<file path="config.mk">
export PLATFORM = sky130hd
export DESIGN_NAME = dbmbox_top
export DESIGN_NICKNAME = d
export VERILOG_FILES = /design/src/rtl/dbmbox_pkg.sv /design/src/rtl/dbmbox_bank.sv /design/src/rtl/dbmbox_ctrl.sv /design/src/rtl/dbmbox_irqerr.sv /design/src/rtl/dbmbox_top.sv
export SDC_FILE = /design/constraint.sdc
export NUM_CORES = 1
export LEC_CHECK = 0
export BUFFER_PORTS_ARGS = -buffer_cell sky130_fd_sc_hd__buf_2
export CAP_MARGIN = 30
export CORE_ASPECT_RATIO = 0.6
export CORE_MARGIN = 10
export CORE_UTILIZATION = 40
export CTS_CLUSTER_SIZE = 16
export DETAILED_ROUTE_END_ITERATION = 16
export PLACE_DENSITY = 0.58
export SYNTH_ARGS = -nofsm -noshare
export SYNTH_HDL_FRONTEND = slang
export SYNTH_SLANG_ARGS = --single-unit
</file>
<file path="constraint.sdc">
create_clock -name clk -period 13.4 [get_ports clk]
set_input_delay 2.01 -clock clk [delete_from_list [all_inputs] [get_ports clk]]
set_output_delay 2.01 -clock clk [all_outputs]
set_load 0.02 [all_outputs]
</file>
<file path="src/rtl/dbmbox_pkg.sv">
package dbmbox_pkg;

  // status/control word bit positions
  localparam int ST_PERM  = 31;
  localparam int ST_ABORT = 30;
  localparam int ST_APEND = 29;
  localparam int ST_BPEND = 28;
  localparam int ST_XDN   = 26;
  localparam int ST_XUP   = 25;
  localparam int A_HDR_LO = 20;
  localparam int A_CNT_LO = 12;
  localparam int B_HDR_LO = 8;
  localparam int B_CNT_LO = 0;
  localparam int HDR_W    = 4;
  localparam int CNT_W    = 8;

  // interrupt sources
  localparam int INT_N     = 3;
  localparam int INT_DPEND = 0;
  localparam int INT_ACK   = 1;
  localparam int INT_DBERR = 2;

  // error register
  localparam int ERR_N     = 4;
  localparam int ERR_ILL   = 0;
  localparam int ERR_FULL  = 1;
  localparam int ERR_EMPTY = 2;
  localparam int ERR_PAR   = 3;
  localparam int ERR_AD_LO = 16;
  localparam int ERR_CLR   = 16;

  typedef enum logic [2:0] {
    K_STAT, K_INT, K_MSET, K_MCLR, K_ERR, K_OUT, K_IN, K_NONE
  } akind_t;

  function automatic akind_t classify(input logic [7:0] a, input int words);
    akind_t k;
    k = K_NONE;
    if (a[7:6] == 2'b01 && 32'(a[5:0]) < words) k = K_OUT;
    else if (a[7:6] == 2'b10 && 32'(a[5:0]) < words) k = K_IN;
    else begin
      case (a)
        8'h00:   k = K_STAT;
        8'h01:   k = K_INT;
        8'h02:   k = K_MSET;
        8'h03:   k = K_MCLR;
        8'h04:   k = K_ERR;
        default: k = K_NONE;
      endcase
    end
    return k;
  endfunction

endpackage

</file>
<file path="src/rtl/dbmbox_bank.sv">
module dbmbox_bank #(
  parameter int DATA_W = 32,
  parameter int WORDS  = 16,
  localparam int IDX_W = $clog2(WORDS)
) (
  input  logic              clk,
  input  logic              we,
  input  logic [IDX_W-1:0]  waddr,
  input  logic [DATA_W-1:0] wdata,
  input  logic              re,
  input  logic [IDX_W-1:0]  raddr,
  output logic [DATA_W-1:0] rdata
);
  logic [DATA_W-1:0] mem [WORDS];

  // single write port, registered read with enable: maps onto block RAM
  always_ff @(posedge clk) begin
    if (we) mem[waddr] <= wdata;
    if (re) rdata <= mem[raddr];
  end
endmodule

</file>
<file path="src/rtl/dbmbox_ctrl.sv">
module dbmbox_ctrl
  import dbmbox_pkg::*;
#(
  parameter int MAX_BYTES = 64
) (
  input  logic        clk,
  input  logic        rst,
  input  logic        a_wr,
  input  logic [31:0] a_wd,
  input  logic        b_wr,
  input  logic [31:0] b_wd,
  output logic [31:0] stat_q,
  output logic        a_refused,
  output logic        a_sat,
  output logic        b_posted,
  output logic        b_ack
);
  localparam logic [CNT_W-1:0] CAP = CNT_W'(MAX_BYTES);
  localparam logic [31:0] A_CLR_MASK = (32'd1 << ST_BPEND) | (32'd1 << ST_XUP) | 32'h0000_0FFF;
  localparam logic [31:0] B_CLR_MASK = (32'd1 << ST_APEND) | (32'd1 << ST_XDN) | 32'h00FF_F000;

  function automatic logic [CNT_W-1:0] clamp(input logic [CNT_W-1:0] c);
    return (c > CAP) ? CAP : c;
  endfunction

  logic        a_busy, b_busy, a_ok, b_ok;
  logic [31:0] a_set, a_clr, b_set, b_clr, nxt;

  always_comb begin
    a_busy = stat_q[ST_APEND] | (|stat_q[A_HDR_LO+HDR_W-1:A_CNT_LO]);
    b_busy = stat_q[ST_BPEND] | (|stat_q[B_HDR_LO+HDR_W-1:B_CNT_LO]);

    a_ok      = a_wr & a_wd[ST_APEND] & ~a_busy;
    a_refused = a_wr & a_wd[ST_APEND] & a_busy;
    a_sat     = a_ok & (a_wd[A_CNT_LO +: CNT_W] > CAP);
    b_ok      = b_wr & b_wd[ST_BPEND] & ~b_busy;

    a_set = '0;
    if (a_ok) begin
      a_set[ST_APEND]              = 1'b1;
      a_set[A_HDR_LO +: HDR_W]     = a_wd[A_HDR_LO +: HDR_W];
      a_set[A_CNT_LO +: CNT_W]     = clamp(a_wd[A_CNT_LO +: CNT_W]);
    end
    if (a_wr && a_wd[ST_XDN]) a_set[ST_XDN] = 1'b1;
    a_clr = a_wr ? (a_wd & A_CLR_MASK) : '0;

    b_set = '0;
    if (b_ok) begin
      b_set[ST_BPEND]              = 1'b1;
      b_set[B_HDR_LO +: HDR_W]     = b_wd[B_HDR_LO +: HDR_W];
      b_set[B_CNT_LO +: CNT_W]     = clamp(b_wd[B_CNT_LO +: CNT_W]);
    end
    if (b_wr && b_wd[ST_XUP]) b_set[ST_XUP] = 1'b1;
    b_clr = b_wr ? (b_wd & B_CLR_MASK) : '0;

    // clears act on the old state, sets win
    nxt = (stat_q & ~(a_clr | b_clr)) | a_set | b_set;
    if (a_wr) nxt[ST_PERM:ST_ABORT] = a_wd[ST_PERM:ST_ABORT];

    b_posted = b_ok;
    b_ack    = b_wr & b_wd[ST_XUP];
  end

  always_ff @(posedge clk) begin
    if (rst) stat_q <= '0;
    else     stat_q <= nxt;
  end
endmodule

</file>
<file path="src/rtl/dbmbox_irqerr.sv">
module dbmbox_irqerr
  import dbmbox_pkg::*;
(
  input  logic             clk,
  input  logic             rst,
  input  logic             wr_int,
  input  logic             wr_mset,
  input  logic             wr_mclr,
  input  logic             wr_err,
  input  logic [INT_N-1:0] wd_lo,
  input  logic             wd_clr,
  input  logic             ev_dpend,
  input  logic             ev_ack,
  input  logic [ERR_N-1:0] ev_err,
  input  logic [7:0]       par_addr,
  output logic [INT_N-1:0] int_q,
  output logic [INT_N-1:0] en_q,
  output logic [31:0]      err_q,
  output logic             irq
);
  logic [INT_N-1:0] int_set, int_nxt, en_nxt;
  logic [31:0]      err_nxt;

  always_comb begin
    int_set            = '0;
    int_set[INT_DPEND] = ev_dpend;
    int_set[INT_ACK]   = ev_ack;
    int_set[INT_DBERR] = |ev_err;
    int_nxt = (int_q & ~(wr_int ? wd_lo : '0)) | int_set;

    en_nxt = en_q;
    if (wr_mset) en_nxt = en_q | wd_lo;
    if (wr_mclr) en_nxt = en_q & ~wd_lo;

    err_nxt = (wr_err && wd_clr) ? '0 : err_q;
    err_nxt[ERR_N-1:0] = err_nxt[ERR_N-1:0] | ev_err;
    if (ev_err[ERR_PAR]) err_nxt[ERR_AD_LO +: 8] = par_addr;
  end

  always_ff @(posedge clk) begin
    if (rst) begin
      int_q <= '0;
      en_q  <= '0;
      err_q <= '0;
    end else begin
      int_q <= int_nxt;
      en_q  <= en_nxt;
      err_q <= err_nxt;
    end
  end

  assign irq = |(int_q & en_q);
endmodule

</file>
<file path="src/rtl/dbmbox_top.sv">
module dbmbox_top
  import dbmbox_pkg::*;
#(
  parameter int DATA_W = 32,
  parameter int WORDS  = 16,
  localparam int IDX_W = $clog2(WORDS),
  localparam int MAX_BYTES = WORDS * DATA_W / 8
) (
  input  logic              clk,
  input  logic              rst,
  input  logic [7:0]        a_addr,
  input  logic [DATA_W-1:0] a_wdata,
  input  logic              a_we,
  input  logic              a_re,
  output logic [DATA_W-1:0] a_rdata,
  input  logic [7:0]        b_addr,
  input  logic [DATA_W-1:0] b_wdata,
  input  logic              b_we,
  input  logic              b_re,
  output logic [DATA_W-1:0] b_rdata,
  input  logic              par_inject,
  output logic              irq_a
);
  akind_t a_kind, b_kind;
  logic [31:0] stat_q, err_q;
  logic [INT_N-1:0] int_q, en_q;
  logic a_refused, a_sat, b_posted, b_ack;
  logic [ERR_N-1:0] ev_err;
  logic ab_we, ba_we;
  logic [DATA_W-1:0] ab_q, ba_q, a_reg_q, b_reg_q, a_mux;
  logic a_sel_q, b_sel_q, a_acc;

  assign a_kind = classify(a_addr, WORDS);
  assign b_kind = classify(b_addr, WORDS);
  assign a_acc  = a_we | a_re;

  dbmbox_ctrl #(.MAX_BYTES(MAX_BYTES)) u_ctrl (
    .clk(clk), .rst(rst),
    .a_wr(a_we && a_kind == K_STAT), .a_wd(a_wdata),
    .b_wr(b_we && b_kind == K_STAT), .b_wd(b_wdata),
    .stat_q(stat_q), .a_refused(a_refused), .a_sat(a_sat),
    .b_posted(b_posted), .b_ack(b_ack)
  );

  // outgoing bank of each side is the incoming bank of the other
  assign ab_we = a_we && a_kind == K_OUT && !stat_q[ST_APEND];
  assign ba_we = b_we && b_kind == K_OUT && !stat_q[ST_BPEND];

  dbmbox_bank #(.DATA_W(DATA_W), .WORDS(WORDS)) u_bank_ab (
    .clk(clk), .we(ab_we), .waddr(a_addr[IDX_W-1:0]), .wdata(a_wdata),
    .re(b_re && b_kind == K_IN), .raddr(b_addr[IDX_W-1:0]), .rdata(ab_q)
  );

  dbmbox_bank #(.DATA_W(DATA_W), .WORDS(WORDS)) u_bank_ba (
    .clk(clk), .we(ba_we), .waddr(b_addr[IDX_W-1:0]), .wdata(b_wdata),
    .re(a_re && a_kind == K_IN), .raddr(a_addr[IDX_W-1:0]), .rdata(ba_q)
  );

  always_comb begin
    ev_err            = '0;
    ev_err[ERR_ILL]   = (a_acc && a_kind == K_NONE) || (a_we && a_kind == K_IN) || a_sat;
    ev_err[ERR_FULL]  = a_refused || (a_we && a_kind == K_OUT && stat_q[ST_APEND]);
    ev_err[ERR_EMPTY] = a_re && a_kind == K_IN && !stat_q[ST_BPEND];
    ev_err[ERR_PAR]   = par_inject && a_acc;
  end

  dbmbox_irqerr u_irqerr (
    .clk(clk), .rst(rst),
    .wr_int (a_we && a_kind == K_INT),
    .wr_mset(a_we && a_kind == K_MSET),
    .wr_mclr(a_we && a_kind == K_MCLR),
    .wr_err (a_we && a_kind == K_ERR),
    .wd_lo(a_wdata[INT_N-1:0]), .wd_clr(a_wdata[ERR_CLR]),
    .ev_dpend(b_posted), .ev_ack(b_ack), .ev_err(ev_err), .par_addr(a_addr),
    .int_q(int_q), .en_q(en_q), .err_q(err_q), .irq(irq_a)
  );

  always_comb begin
    case (a_kind)
      K_STAT:         a_mux = stat_q;
      K_INT:          a_mux = DATA_W'(int_q);
      K_MSET, K_MCLR: a_mux = DATA_W'(en_q);
      K_ERR:          a_mux = err_q;
      default:        a_mux = '0;
    endcase
  end

  always_ff @(posedge clk) begin
    if (rst) begin
      a_reg_q <= '0; a_sel_q <= 1'b0;
      b_reg_q <= '0; b_sel_q <= 1'b0;
    end else begin
      if (a_re) begin
        a_reg_q <= a_mux;
        a_sel_q <= (a_kind == K_IN);
      end
      if (b_re) begin
        b_reg_q <= (b_kind == K_STAT) ? stat_q : '0;
        b_sel_q <= (b_kind == K_IN);
      end
    end
  end

  assign a_rdata = a_sel_q ? ba_q : a_reg_q;
  assign b_rdata = b_sel_q ? ab_q : b_reg_q;
endmodule

</file>
Word level (Yosys, flattened, before mapping)
Memory sizes are Yosys's and may differ from the RTL's. A register that Yosys moved wholly into a read port is not among the register bits.
Cells that the tools add are included.
{"block": "totals", "reg_bits": 116, "ram_bits": 1024, "inputBits": 87, "n_memories": 2}
{"block": "classes", "magnitude_cmp": 4, "eq_ne": 21, "n_mux": 30, "n_bitwise": 25, "n_reduce_logical": 40}
{"name": "u_bank_ab.mem", "depth": 16, "word_bits": 32, "rd": 1, "rd_clocked_by_memory_dff": 1, "wr": 1, "line": "dbmbox_bank.sv:14", "text": "logic [DATA_W-1:0] mem [WORDS];"}
{"name": "u_bank_ba.mem", "depth": 16, "word_bits": 32, "rd": 1, "rd_clocked_by_memory_dff": 1, "wr": 1, "line": "dbmbox_bank.sv:14"}
{"operator": "$pmux W32 S4", "count": 1}
{"operator": "$mux W32", "count": 3}
{"operator": "$and A32 B32 Y32", "count": 1}
{"operator": "$eq A8 B2 Y1 const B", "count": 4}
{"operator": "$not A32 Y32", "count": 1}
{"operator": "$or A32 B29 Y32", "count": 1}
{"operator": "$or A32 B30 Y32", "count": 1}
{"operator": "$or A32 B32 Y32", "count": 1}
{"operator": "$mux W30", "count": 1}
{"operator": "$pmux W3 S5", "count": 2}
{"operator": "$mux W29", "count": 1}
{"operator": "$logic_and A1 B1 Y1", "count": 24}
{"operator": "$mux W12", "count": 2}
{"operator": "$mux W24", "count": 1}
{"operator": "$mux W8", "count": 3}
{"operator": "$reduce_or A12 Y1", "count": 2}
{"operator": "$mux W3", "count": 7}
{"operator": "$eq A3 B3 Y1 const B", "count": 6}
{"operator": "$eq A8 B1 Y1 const B", "count": 2}
{"operator": "$eq A8 B3 Y1 const B", "count": 2}
{"operator": "$gt A8 B7 Y1 const B", "count": 2}
{"operator": "$logic_not A8 Y1", "count": 2}
{"operator": "$lt A6 B5 Y1 const B", "count": 2}
{"operator": "$and A3 B3 Y3", "count": 3}
{"operator": "other kinds (19)", "count": 45}

Longest topological paths before layout
Gate-level depths: netlist (run 1).
{"block": "logic_depth", "ltp_word": 13, "ltp_mapped": 8, "mapped_depth_nobuf": 5}

Hierarchy
A second synthesis (run 1) with hierarchy kept.
{"block": "unflattened", "cells_unflattened": 2322, "hier_area_um2": 46165.5}
{"mod": "dbmbox_bank", "instances": 2, "cells_per_inst": 838, "area_per_inst_um2": 20174.3, "seq_area_each_um2": 16335.7}
{"mod": "dbmbox_top", "instances": 1, "cells_per_inst": 392, "area_per_inst_um2": 3668.5, "seq_area_each_um2": 1321.3}
{"mod": "dbmbox_ctrl", "instances": 1, "cells_per_inst": 160, "area_per_inst_um2": 1293.7, "seq_area_each_um2": 600.6}
{"mod": "dbmbox_irqerr", "instances": 1, "cells_per_inst": 94, "area_per_inst_um2": 854.6, "seq_area_each_um2": 360.3}

Least setup slack after synthesis (run 1)
No wires, ideal clock.
{"block": "synth_path", "path_type": "input to register", "startpoint": "input b_addr[1]", "endpoint": "memory u_bank_ba.mem[0][0] (enable)", "t_arrival_ps": 5168, "required_ps": 12939, "slack_ps": 7771, "path_stages": 5, "n_path_buf": 3, "cell_sequence": "clkbuf_1 buf_2 buf_1 or3_1 nor3_1"}
{"block": "synth_via", "elab_chain_len": 9}
{"element": "start: declaration", "line": "dbmbox_top.sv:16", "text": "input logic [7:0] b_addr,"}
{"element": "$lt A6 B5 Y1, or another cell as far along", "line": "dbmbox_pkg.sv:39, dbmbox_pkg.sv:40"}
{"element": "$logic_and A1 B1 Y1 / $pmux W3 S5 (equally long branches)", "line": "dbmbox_pkg.sv:40, dbmbox_pkg.sv:42"}
{"element": "$mux W3", "line": "dbmbox_pkg.sv:40", "text": "else if (a[7:6] == 2'b10 && 32'(a[5:0]) < words) k = K_IN;"}
{"element": "$mux W3", "line": "dbmbox_pkg.sv:39", "text": "if (a[7:6] == 2'b01 && 32'(a[5:0]) < words) k = K_OUT;"}
{"element": "$eq A3 B3 Y1", "line": "dbmbox_top.sv:47", "text": "assign ba_we = b_we && b_kind == K_OUT && !stat_q[ST_BPEND];"}
{"element": "$logic_and A1 B1 Y1 (2 in a row)", "line": "dbmbox_top.sv:47"}
{"element": "$mux W1", "line": "dbmbox_bank.sv:18", "text": "if (we) mem[waddr] <= wdata;"}
{"element": "$mux W1 (not written as such)", "line": "dbmbox_bank.sv:18"}
{"element": "end: declaration", "line": "dbmbox_bank.sv:14"}
Several ways; a longest one is shown, not always the timed one.

Worst setup path after layout (run 1)
{"block": "layout_path", "startpoint": "input b_addr[0]", "endpoint": "register u_bank_ab.rdata[22] (read register of u_bank_ab.mem) (data pin)"}
{"block": "layout_via", "elab_chain_len": 6}
{"element": "$lt A6 B5 Y1, or another cell as far along", "line": "dbmbox_pkg.sv:39, dbmbox_pkg.sv:40"}
{"element": "$logic_and A1 B1 Y1 / $pmux W3 S5 (equally long branches)", "line": "dbmbox_pkg.sv:40, dbmbox_pkg.sv:42"}
{"element": "$mux W3", "line": "dbmbox_pkg.sv:40"}
{"element": "$mux W3", "line": "dbmbox_pkg.sv:39"}
{"element": "$eq A3 B3 Y1", "line": "dbmbox_top.sv:51", "text": ".re(b_re && b_kind == K_IN), .raddr(b_addr[IDX_W-1:0]), .rdata(ab_q)"}
{"element": "$logic_and A1 B1 Y1", "line": "dbmbox_top.sv:51"}
{"element": "end: declaration", "line": "dbmbox_bank.sv:12", "text": "output logic [DATA_W-1:0] rdata"}
Several ways; a longest one is shown, not always the timed one.
A chain may end at the register's enable or synchronous reset.

==> impl_metrics.csv, run 1 <==
group,metric,value,unit
run_status,status,"complete, no violations",
finish,multiInputGateArea,10420,um2
timing,skew,0.02864,ns
grt,grt_start_max_net_pins,92,
clock_network,clk_pin_slew,0.06,ns
clock_network,cts_resized,0,
worst_hold_path,hold_class,"reg2reg",
yosys,async_reset_ff_share,0,%
drt,dr.pass1.iters,6,
yosys,synth_top_family_by_area,"multiplexers",
yosys,yosysSeqAreaShare,76.29,%
yosys,yosysWarnings,0,
clock_network,cts_buffers,110,
clock_network,root_buffer,"clkbuf_16",
clock_network,clock_latency,0.70,ns
pwr,finalPower,7.427,mW
yosys,synth.distinct_cells,48,
pwr,leakagePower,16.39,nW
flow_run,maxCapViolCount,0,
drt,wl_per_cell,30.29,um
yosys,synth_seq_cells,1198,
worst_hold_path,min_path_cells,2,
timing,setup_tns,0,ns
yosys,ys.flop_type,"edfxtp_1",
yosys,synth-edff-count,1088,
grt,antenna_found_initial,20,
drt,antenna_left,0,
timing,hold_violations,0,
critical_path,critical_path_class,"in2reg",
yosys,synthCells,2139,
critical_path,reg2regPathDepth,5,
yosys,synth_xor_area_share,0,%
finish,regArea,34880,um2
drt,drtIter0Drc,2729,
pwr,ir_worst_vdd,0.09450,mV
place,numPortBuffers,151,
place,placed_cell_area,48490,um2
drt,via_per_inst,5.750,
grt,grt_pass1_wl,170700,um
floorplan,start_util,40.57,%
clock_network,cts_tree,"yes",
critical_path,worstPathMaxFanout,45,
floorplan,ioPinCount,152,
clock_network,cts_setup_buffers,0,
yosys,synth-simple-area-share,3.016,%
critical_path,rr_endpoint,"u_bank_ba.mem[0][16]",
timing,finalCriticalPeriod,4.568,ns
timing,min_period_over_period,34.09,%
finish,nNetsFinal,2426,
floorplan,die_h,281.9,um
timing,holdWs,0.4721,ns
place,gp_routability_congestion,0.8131,
yosys,synth.area.mux_share,17.35,%
yosys,avgSynthCellArea,21.37,um2
drt,routed_wl,119100,um
drt,via_count,22610,
timing,fin_ws,8.832,ns
yosys,syn_nets,2226,
worst_hold_path,hp-start,"a_reg_q[13]",
floorplan,die_w,456.4,um
finish,final_util,46.16,%
critical_path,r2r_slack,10.23,ns
finish,fin_area,52020,um2
timing,fmax,218.9,MHz
yosys,synth_area,45710,um2
clock_network,clock_path_buffers,3,
place,dp_cells,3727,
timing,setup_viol,0,
pwr,power_density,142.8,nW/um2
critical_path,cp.arrival,5.00,ns
timing,rsz0062_at_grt,"false",
floorplan,coreArea,112700,um2
finish,syn_to_final_growth,13.79,%
timing,maxSlewViolCount,0,
timing,tightestPinTransition,0.9444,ns
clock_network,htreeDepth,3,
floorplan,rows,95,
drt,drcViolationCount,0,
timing,relSlewSlack,36.56,%
grt,gr-usage-all-layers,18.34,%
place,dp_hpwl,69150,um
grt,grt_pass1_vias,22860,
critical_path,endpoint_kind,"register",
critical_path,rr_startpoint,"u_ctrl.stat_q[28]",
floorplan,die-area,128600,um2
clock_network,holdBufCountCts,0,
yosys,synth_compound_area_share,1.910,%
worst_hold_path,worstHoldEndpoint,"a_reg_q[13]",
critical_path,worstPathRequired,13.83,ns
critical_path,start_kind,"primary input",
place,dp_slack,7.644,ns
finish,final_layout_size_suffix_gt1_share,31.95,%
grt,gr-total-overflow,0,
finish,fillerInstances,9283,
yosys,synthAdderAreaFrac,0,%
clock_network,clock-sinks,1198,
finish,final_cell_count_no_fill,3933,
==> where the power goes <==
| group | internal, mW | switching (mW) | leakage (nW) |
|---|---|---|---|
| clock | 1.72 | 1.33 | 1.66 |
| combinational | 0.122 | 0.170 | 4.06 |
| sequential | 4.08 | 0.00390 | 10.7 |
==> how the worst max path moves through the flow <==
stage	slack, ns	from	end	depth (start not counted)
4_1_cts	8.41	b_addr[0]	u_bank_ab.rdata[22]	5
3_3_place_gp	7.72	b_addr[0]	u_bank_ab.rdata[22]	5
6_report	8.83	b_addr[0]	u_bank_ab.rdata[22]	6
3_5_place_dp	7.64	b_addr[0]	u_bank_ab.rdata[22]	5
5_1_grt	8.57	b_addr[0]	u_bank_ab.rdata[20]	6
2_1_floorplan	7.77	b_addr[1]	u_bank_ba.mem[0][0]	5
==> layout by cell type, fill, tap and decap left out, types with 29 or more instances in the layout <==
cell / n
edfxtp_1: 1088
mux4_2: 320
buf_2: 146
clkbuf_16: 111
dfxtp_1: 108
nor2_1: 94
a21oi_1: 68
nand2_1: 65
mux2_2: 60
buf_4: 50
clkbuf_1: 32
nor2b_1: 31
nand3_1: 29
==> state kept, by name, summed over array words and instances (netlist names), named ones only <==
| signal | flops |
|---|---|
| u_irqerr.int_q | 3 |
| u_irqerr.err_q | 12 |
| a_reg_q | 30 |
| b_reg_q | 30 |
| u_bank_ab.rdata | 32 |
| a_sel_q | 1 |
| b_sel_q | 1 |
| u_bank_ba.mem | 512 |
| u_bank_ba.rdata | 32 |
| u_ctrl.stat_q | 30 |
| u_bank_ab.mem | 512 |
==> worst max-delay path, cell delays in order <==
cell      delay, ns
clkbuf_8       0.45
buf_4          0.78
buf_4          0.32
buf_16         0.31
mux4_2         0.56
mux4_2         0.49
==> cells by family (layout without fill, tap and decap cells) <==
| family | count (synthesis) | after routing |
|---|---|---|
| flops | 1198 | 1198 |
| mux | 385 | 385 |
| simple gates | 294 | 294 |
| compound gates | 133 | 133 |
| buf+inv | 129 | 416 |
| other cells | 0 | 4 |
==> synthesized netlist by cell type, types with 2 or more instances <==
cell type | count | area (um2)
mux4_2 | 320 | 7207
and2_1 | 4 | 25.02
a32oi_1 | 8 | 70.07
nor4_1 | 8 | 50.05
nand2_1 | 65 | 244.0
mux2i_1 | 5 | 50.05
nand3_1 | 29 | 145.1
a2bb2oi_1 | 13 | 113.9
a22oi_1 | 28 | 210.2
nor2b_1 | 31 | 193.9
o21ai_1 | 2 | 10.01
nand2b_1 | 7 | 43.79
and3_1 | 3 | 18.77
buf_4 | 2 | 15.01
a222oi_1 | 4 | 40.04
and4_1 | 2 | 17.52
a22o_1 | 3 | 26.28
a21oi_1 | 68 | 340.3
buf_2 | 28 | 140.1
clkbuf_1 | 55 | 206.5
inv_1 | 8 | 30.03
nor3_1 | 6 | 30.03
and4b_1 | 2 | 20.02
buf_1 | 19 | 71.32
edfxtp_1 | 1088 | 32670
dfxtp_1 | 110 | 2202
buf_6 | 17 | 191.4
nand4_1 | 4 | 25.02
mux2_2 | 60 | 675.7
nor2_1 | 122 | 457.9
==> routing by layer <==
metal,vias to the layer above,track usage (%),share of wire [%]
met5,-,0,0.070
met4,12,5.016,2.6
met1,12200,26.19,43
met2,936,29.06,47
li1,9277,-,-
met3,189,3.261,6.9
==> area by class of cell <==
| type | instances | area share, % |
|---|---|---|
| Sequential cell | 1198 | 67.05 |
| Multi-Input combinational cell | 812 | 20.02 |
| Clock buffer | 145 | 5.624 |
| Tap cell | 1503 | 3.615 |
| Timing Repair Buffer | 209 | 2.634 |
| Clock inverter | 54 | 0.9838 |
| Inverter | 8 | 0.05773 |
| Antenna cell | 4 | 0.01924 |
Power figures use the tool's default switching activity.
==> run 2, diff against run 1 <==
- PLACE_DENSITY: 0.58 -> 0.6
- clock period: 13.4 -> 3.7 ns (I/O delays scaled with it)
==> impl_metrics.csv, run 2 (synthesis results as in run 1) <==
group,metric,value,unit
run_status,status,"complete, no violations",
drt,via_per_inst,5.778,
critical_path,startpoint,"a_sel_q",
drt,drtIter0Drc,3075,
clock_network,cts_tree,"yes",
timing,skew,0.03331,ns
floorplan,die_h,281.9,um
timing,fmax,332.0,MHz
clock_network,holdBufCountCts,0,
clock_network,cts_buffers,107,
timing,tightestPinTransition,0.9688,ns
timing,maxSlewViolCount,0,
pwr,sw_frac_of_total,20.72,%
finish,fin_area,52380,um2
pwr,p_switching,5.598,mW
finish,nNetsFinal,2434,
critical_path,crit_end,"a_rdata[0]",
grt,gr-usage-all-layers,18.61,%
floorplan,rows,95,
pwr,finalPower,27.02,mW
critical_path,worstPathMaxFanout,21,
critical_path,critical_path_class,"reg2out",
place,placed_cell_area,48870,um2
pwr,leakagePower,16.55,nW
clock_network,clock_path_buffers,3,
clock_network,root_buffer,"clkbuf_16",
clock_network,clock-sinks,1198,
clock_network,clk_pin_slew,0.07,ns
pwr,p_clk_share,41.2,%
flow_run,maxCapViolCount,0,
pwr,power_density,515.8,nW/um2
drt,dr.pass1.iters,7,
clock_network,cts_setup_buffers,0,
drt,drcViolationCount,0,
floorplan,die-area,128600,um2
critical_path,rr_endpoint,"u_bank_ba.mem[3][13]",
clock_network,cts_resized,0,
timing,hold_violations,0,
worst_hold_path,hold_class,"in2reg",
critical_path,start_kind,"register",
floorplan,ioPinCount,152,
timing,rsz0062_at_grt,"false",
grt,grt_pass1_wl,172400,um
timing,setup_tns,0,ns
critical_path,r2r_slack,1.00,ns
place,numPortBuffers,151,
grt,antenna_found_initial,16,
finish,final_layout_size_suffix_gt1_share,32.70,%
drt,routed_wl,121300,um
floorplan,coreArea,112700,um2
timing,relSlewSlack,35.17,%
grt,gr-total-overflow,0,
floorplan,start_util,40.57,%
drt,wl_per_cell,30.74,um
pwr,ir_worst_vdd,0.3700,mV
clock_network,clock_latency,0.71,ns
drt,via_count,22800,
critical_path,rr_startpoint,"u_ctrl.stat_q[28]",
pwr,seqPwrFrac,54.8,%
timing,min_period_over_period,81.41,%
critical_path,endpoint_kind,"output pin",
finish,syn_to_final_growth,14.59,%
grt,grt_pass1_vias,23030,
timing,holdWs,0.07589,ns
critical_path,cp.arrival,2.46,ns
critical_path,reg2regPathDepth,6,
pwr,p_comb_share,4.1,%
finish,layout_common_cells,"edfxtp_1 (1088), mux4_2 (320), buf_2 (145)",
finish,largestRegisters,"u_bank_ab.mem (512), u_bank_ba.mem (512)",
place,gp_routability_congestion,0.8232,
clock_network,htreeDepth,3,
place,dp_hpwl,72850,um
pwr,internal-power,21.42,mW
grt,grt_start_max_net_pins,97,
critical_path,worstPathRequired,3.14,ns
floorplan,die_w,456.4,um
finish,mostFrequentLayoutCell,"edfxtp_1",
timing,setup_viol,0,
timing,finalCriticalPeriod,3.012,ns
drt,antenna_left,0,
## run 2: changes by cell type in the layout (fill, tap and decap cells not counted), moves of 3 or more
| cell | delta |
|---|---|
| inv_6 | +4 |
| nor3_4 | +4 |
| clkinv_2 | +7 |
| buf_16 | -3 |
| clkinvlp_4 | -3 |
| clkbuf_8 | +5 |
| buf_12 | +23 |
| nor3_2 | -4 |
| buf_4 | -7 |
| clkbuf_1 | -8 |
## run 2: worst min-delay path by stage
stage / startpoint / endpoint / slack, ns / cells after the start
after floorplan: u_irqerr.err_q[0] / u_irqerr.err_q[0] / 0.44 / 2
after CTS: a_addr[4] / u_irqerr.err_q[20] / 0.14 / 3
after global routing: rst / u_irqerr.err_q[21] / 0.04 / 2
after global placement: a_reg_q[7] / a_reg_q[7] / 0.46 / 2
final: rst / u_irqerr.err_q[20] / 0.08 / 2
after detailed placement: u_irqerr.err_q[1] / u_irqerr.err_q[1] / 0.46 / 2
## run 2: area by class of cell
cell class	count	area, um2
antenna	2	5.005
tap	1503	1881
sequential	1198	34880
timing repair buffer	220	1675
clock inverter	62	561.8
clock buffer	140	2914
multi-input combinational	812	10440
inverter	8	30.03
fill	9236	60300
## run 2: per-layer routing
layer  share of wire (%)  track usage [%]  wire (um)  vias to the layer above
met3                 7.7            3.752       9348                      191
met4                 2.7            5.049       3214                        8
met2                  46            28.56      55790                     1000
li1                    -                -          -                     9306
met5               0.035                0         43                        -
met1                  44            27.07      52880                    12290
## run 2: per-stage QoR
step	utilization, %	cells	worst slack [ns]
3_3_place_gp	43.36	3739	0.7026
5_1_grt	46.49	3945	0.6153
6_report	46.49	3945	0.6880
3_5_place_dp	43.37	3740	0.6977
2_1_floorplan	-	2139	0.3826
4_1_cts	46.46	3942	0.6530
## run 2: critical path, cell delays in order (launching register included)
cell and delay [ns]:
dfxtp_2 0.74, buf_4 0.42, mux2_2 0.42, buf_2 0.17
## run 2: power by group through the flow
stage | clock network [mW] | registers [mW] | logic [mW]
2_1_floorplan | 0 | 15.1 | 0.643
3_3_place_gp | 0 | 15.1 | 1.07
3_5_place_dp | 0 | 15.1 | 1.10
4_1_cts | 11.3 | 14.8 | 1.11
5_1_grt | 11.8 | 14.8 | 1.18
6_report | 11.1 | 14.8 | 1.10
==> run 3, diff against run 2 <==
- clock period: 3.7 -> 2.6 ns (I/O delays scaled with it)
==> impl_metrics.csv, run 3 (synthesis results as in run 1) <==
group,metric,value,unit
grt,antenna_found_initial,15,
finish,fin_area,53430,um2
critical_path,cp.arrival,2.00,ns
clock_network,root_buffer,"clkbuf_16",
pwr,ir_worst_vdd,0.4521,mV
clock_network,cts_setup_buffers,0,
place,gp_routability_congestion,0.8196,
critical_path,reg2regPathDepth,7,
timing,finalCriticalPeriod,2.390,ns
grt,gr-total-overflow,0,
worst_hold_path,min_path_cells,2,
worst_hold_path,hold_class,"in2reg",
critical_path,endpoint_kind,"output pin",
critical_path,critical_path_class,"reg2out",
grt,grt_pass1_wl,171700,um
floorplan,coreArea,112700,um2
clock_network,clock_path_buffers,3,
clock_network,clock-sinks,1198,
finish,largestRegisters,"u_bank_ab.mem (512), u_bank_ba.mem (512)",
clock_network,clk_pin_slew,0.07,ns
timing,maxSlewViolCount,0,
drt,drtIter0Drc,3233,
clock_network,cts_tree,"yes",
clock_network,htreeDepth,3,
clock_network,cts_buffers,105,
floorplan,die_h,281.9,um
grt,grt_pass1_vias,23190,
drt,routed_wl,119500,um
finish,nNetsFinal,2519,
floorplan,rows,95,
floorplan,die_w,456.4,um
timing,holdWs,0.06307,ns
place,placed_cell_area,49870,um2
drt,antenna_left,0,
drt,dr.pass1.iters,7,
clock_network,cts_resized,0,
finish,multiInputGateArea,10440,um2
timing,min_period_over_period,91.92,%
drt,wl_per_cell,29.62,um
timing,fin_ws,0.2101,ns
critical_path,worstPathRequired,2.21,ns
drt,via_per_inst,5.715,
timing,hold_violations,0,
run_status,status,"complete, no violations",
timing,setup_viol,0,
timing,rsz0062_at_grt,"false",
drt,drcViolationCount,0,
grt,gr-usage-all-layers,18.41,%
place,dp_hpwl,76510,um
finish,fillerInstances,9245,
floorplan,start_util,40.57,%
timing,relSlewSlack,50.94,%
timing,tightestPinTransition,0.7304,ns
finish,syn_to_final_growth,16.88,%
critical_path,start_kind,"register",
floorplan,ioPinCount,152,
finish,mostFrequentLayoutCell,"edfxtp_1",
timing,skew,0.01945,ns
finish,final_layout_size_suffix_gt1_share,34.93,%
pwr,power_density,722.5,nW/um2
finish,regArea,34880,um2
timing,fmax,418.4,MHz
clock_network,clock_latency,0.71,ns
drt,via_count,23060,
grt,grt_start_max_net_pins,51,
finish,layout_common_cells,"edfxtp_1 (1088), mux4_2 (320), buf_2 (145)",
place,dp_slack,0.1026,ns
place,numPortBuffers,151,
floorplan,die-area,128600,um2
flow_run,maxCapViolCount,0,
pwr,leakagePower,17.06,nW
critical_path,worstPathMaxFanout,33,
-- run 3: routing by layer --
layer  vias to the layer above  global-route usage, %  routed length, um
li1                       9486                      -                  -
met1                     12400                  27.53              54300
met2                      1020                  27.00              52970
met3                       150                  4.337               9670
met4                         4                  4.804               2566
met5                         -                      0                 22
-- run 3: timing repair --
| action | CTS | global route |
|---|---|---|
| hold endpoints to repair | 10 | 0 |
| setup endpoints to repair | 0 | 0 |
| hold buffers | 4 | 0 |
-- run 3: power by group --
group	switching (mW)	internal [mW]
clock	7.00	8.92
combinational	0.929	0.698
sequential	0.0209	21.0
total	7.95	30.7
-- run 3: worst paths after layout --
check | from | endpoint | slack (ns)
max | b_sel_q | b_rdata[29] | 0.21
min | b_wdata[19] | u_ctrl.stat_q[19] | 0.06
max reg2reg | u_ctrl.stat_q[28] | u_bank_ba.mem[11][2] | 0.45
min reg2reg | a_reg_q[28] | a_reg_q[28] | 0.46
-- run 3: cell type report --
class	instances	area share [%]
Antenna cell	7	0.03279
Clock buffer	150	5.501
Clock inverter	50	1.054
Inverter	8	0.05620
Multi-Input combinational cell	812	19.54
Sequential cell	1198	65.28
Tap cell	1503	3.520
Timing Repair Buffer	307	5.019
-- run 3: critical path, cell delays in order, from the launching register on --
cell	delay [ns]
dfxtp_2	0.34
buf_12	0.28
mux2_2	0.46
buf_2	0.19
-- run 3: metrics by stage --
step	std cells	util (%)	total power [mW]	TNS, ns
2_1_floorplan	2139	-	22.40	-170.09
3_3_place_gp	3824	44.25	23.06	0
3_5_place_dp	3824	44.25	23.11	0
4_1_cts	4028	47.40	38.93	0
5_1_grt	4033	47.41	39.83	0
6_report	4035	47.41	38.60	0
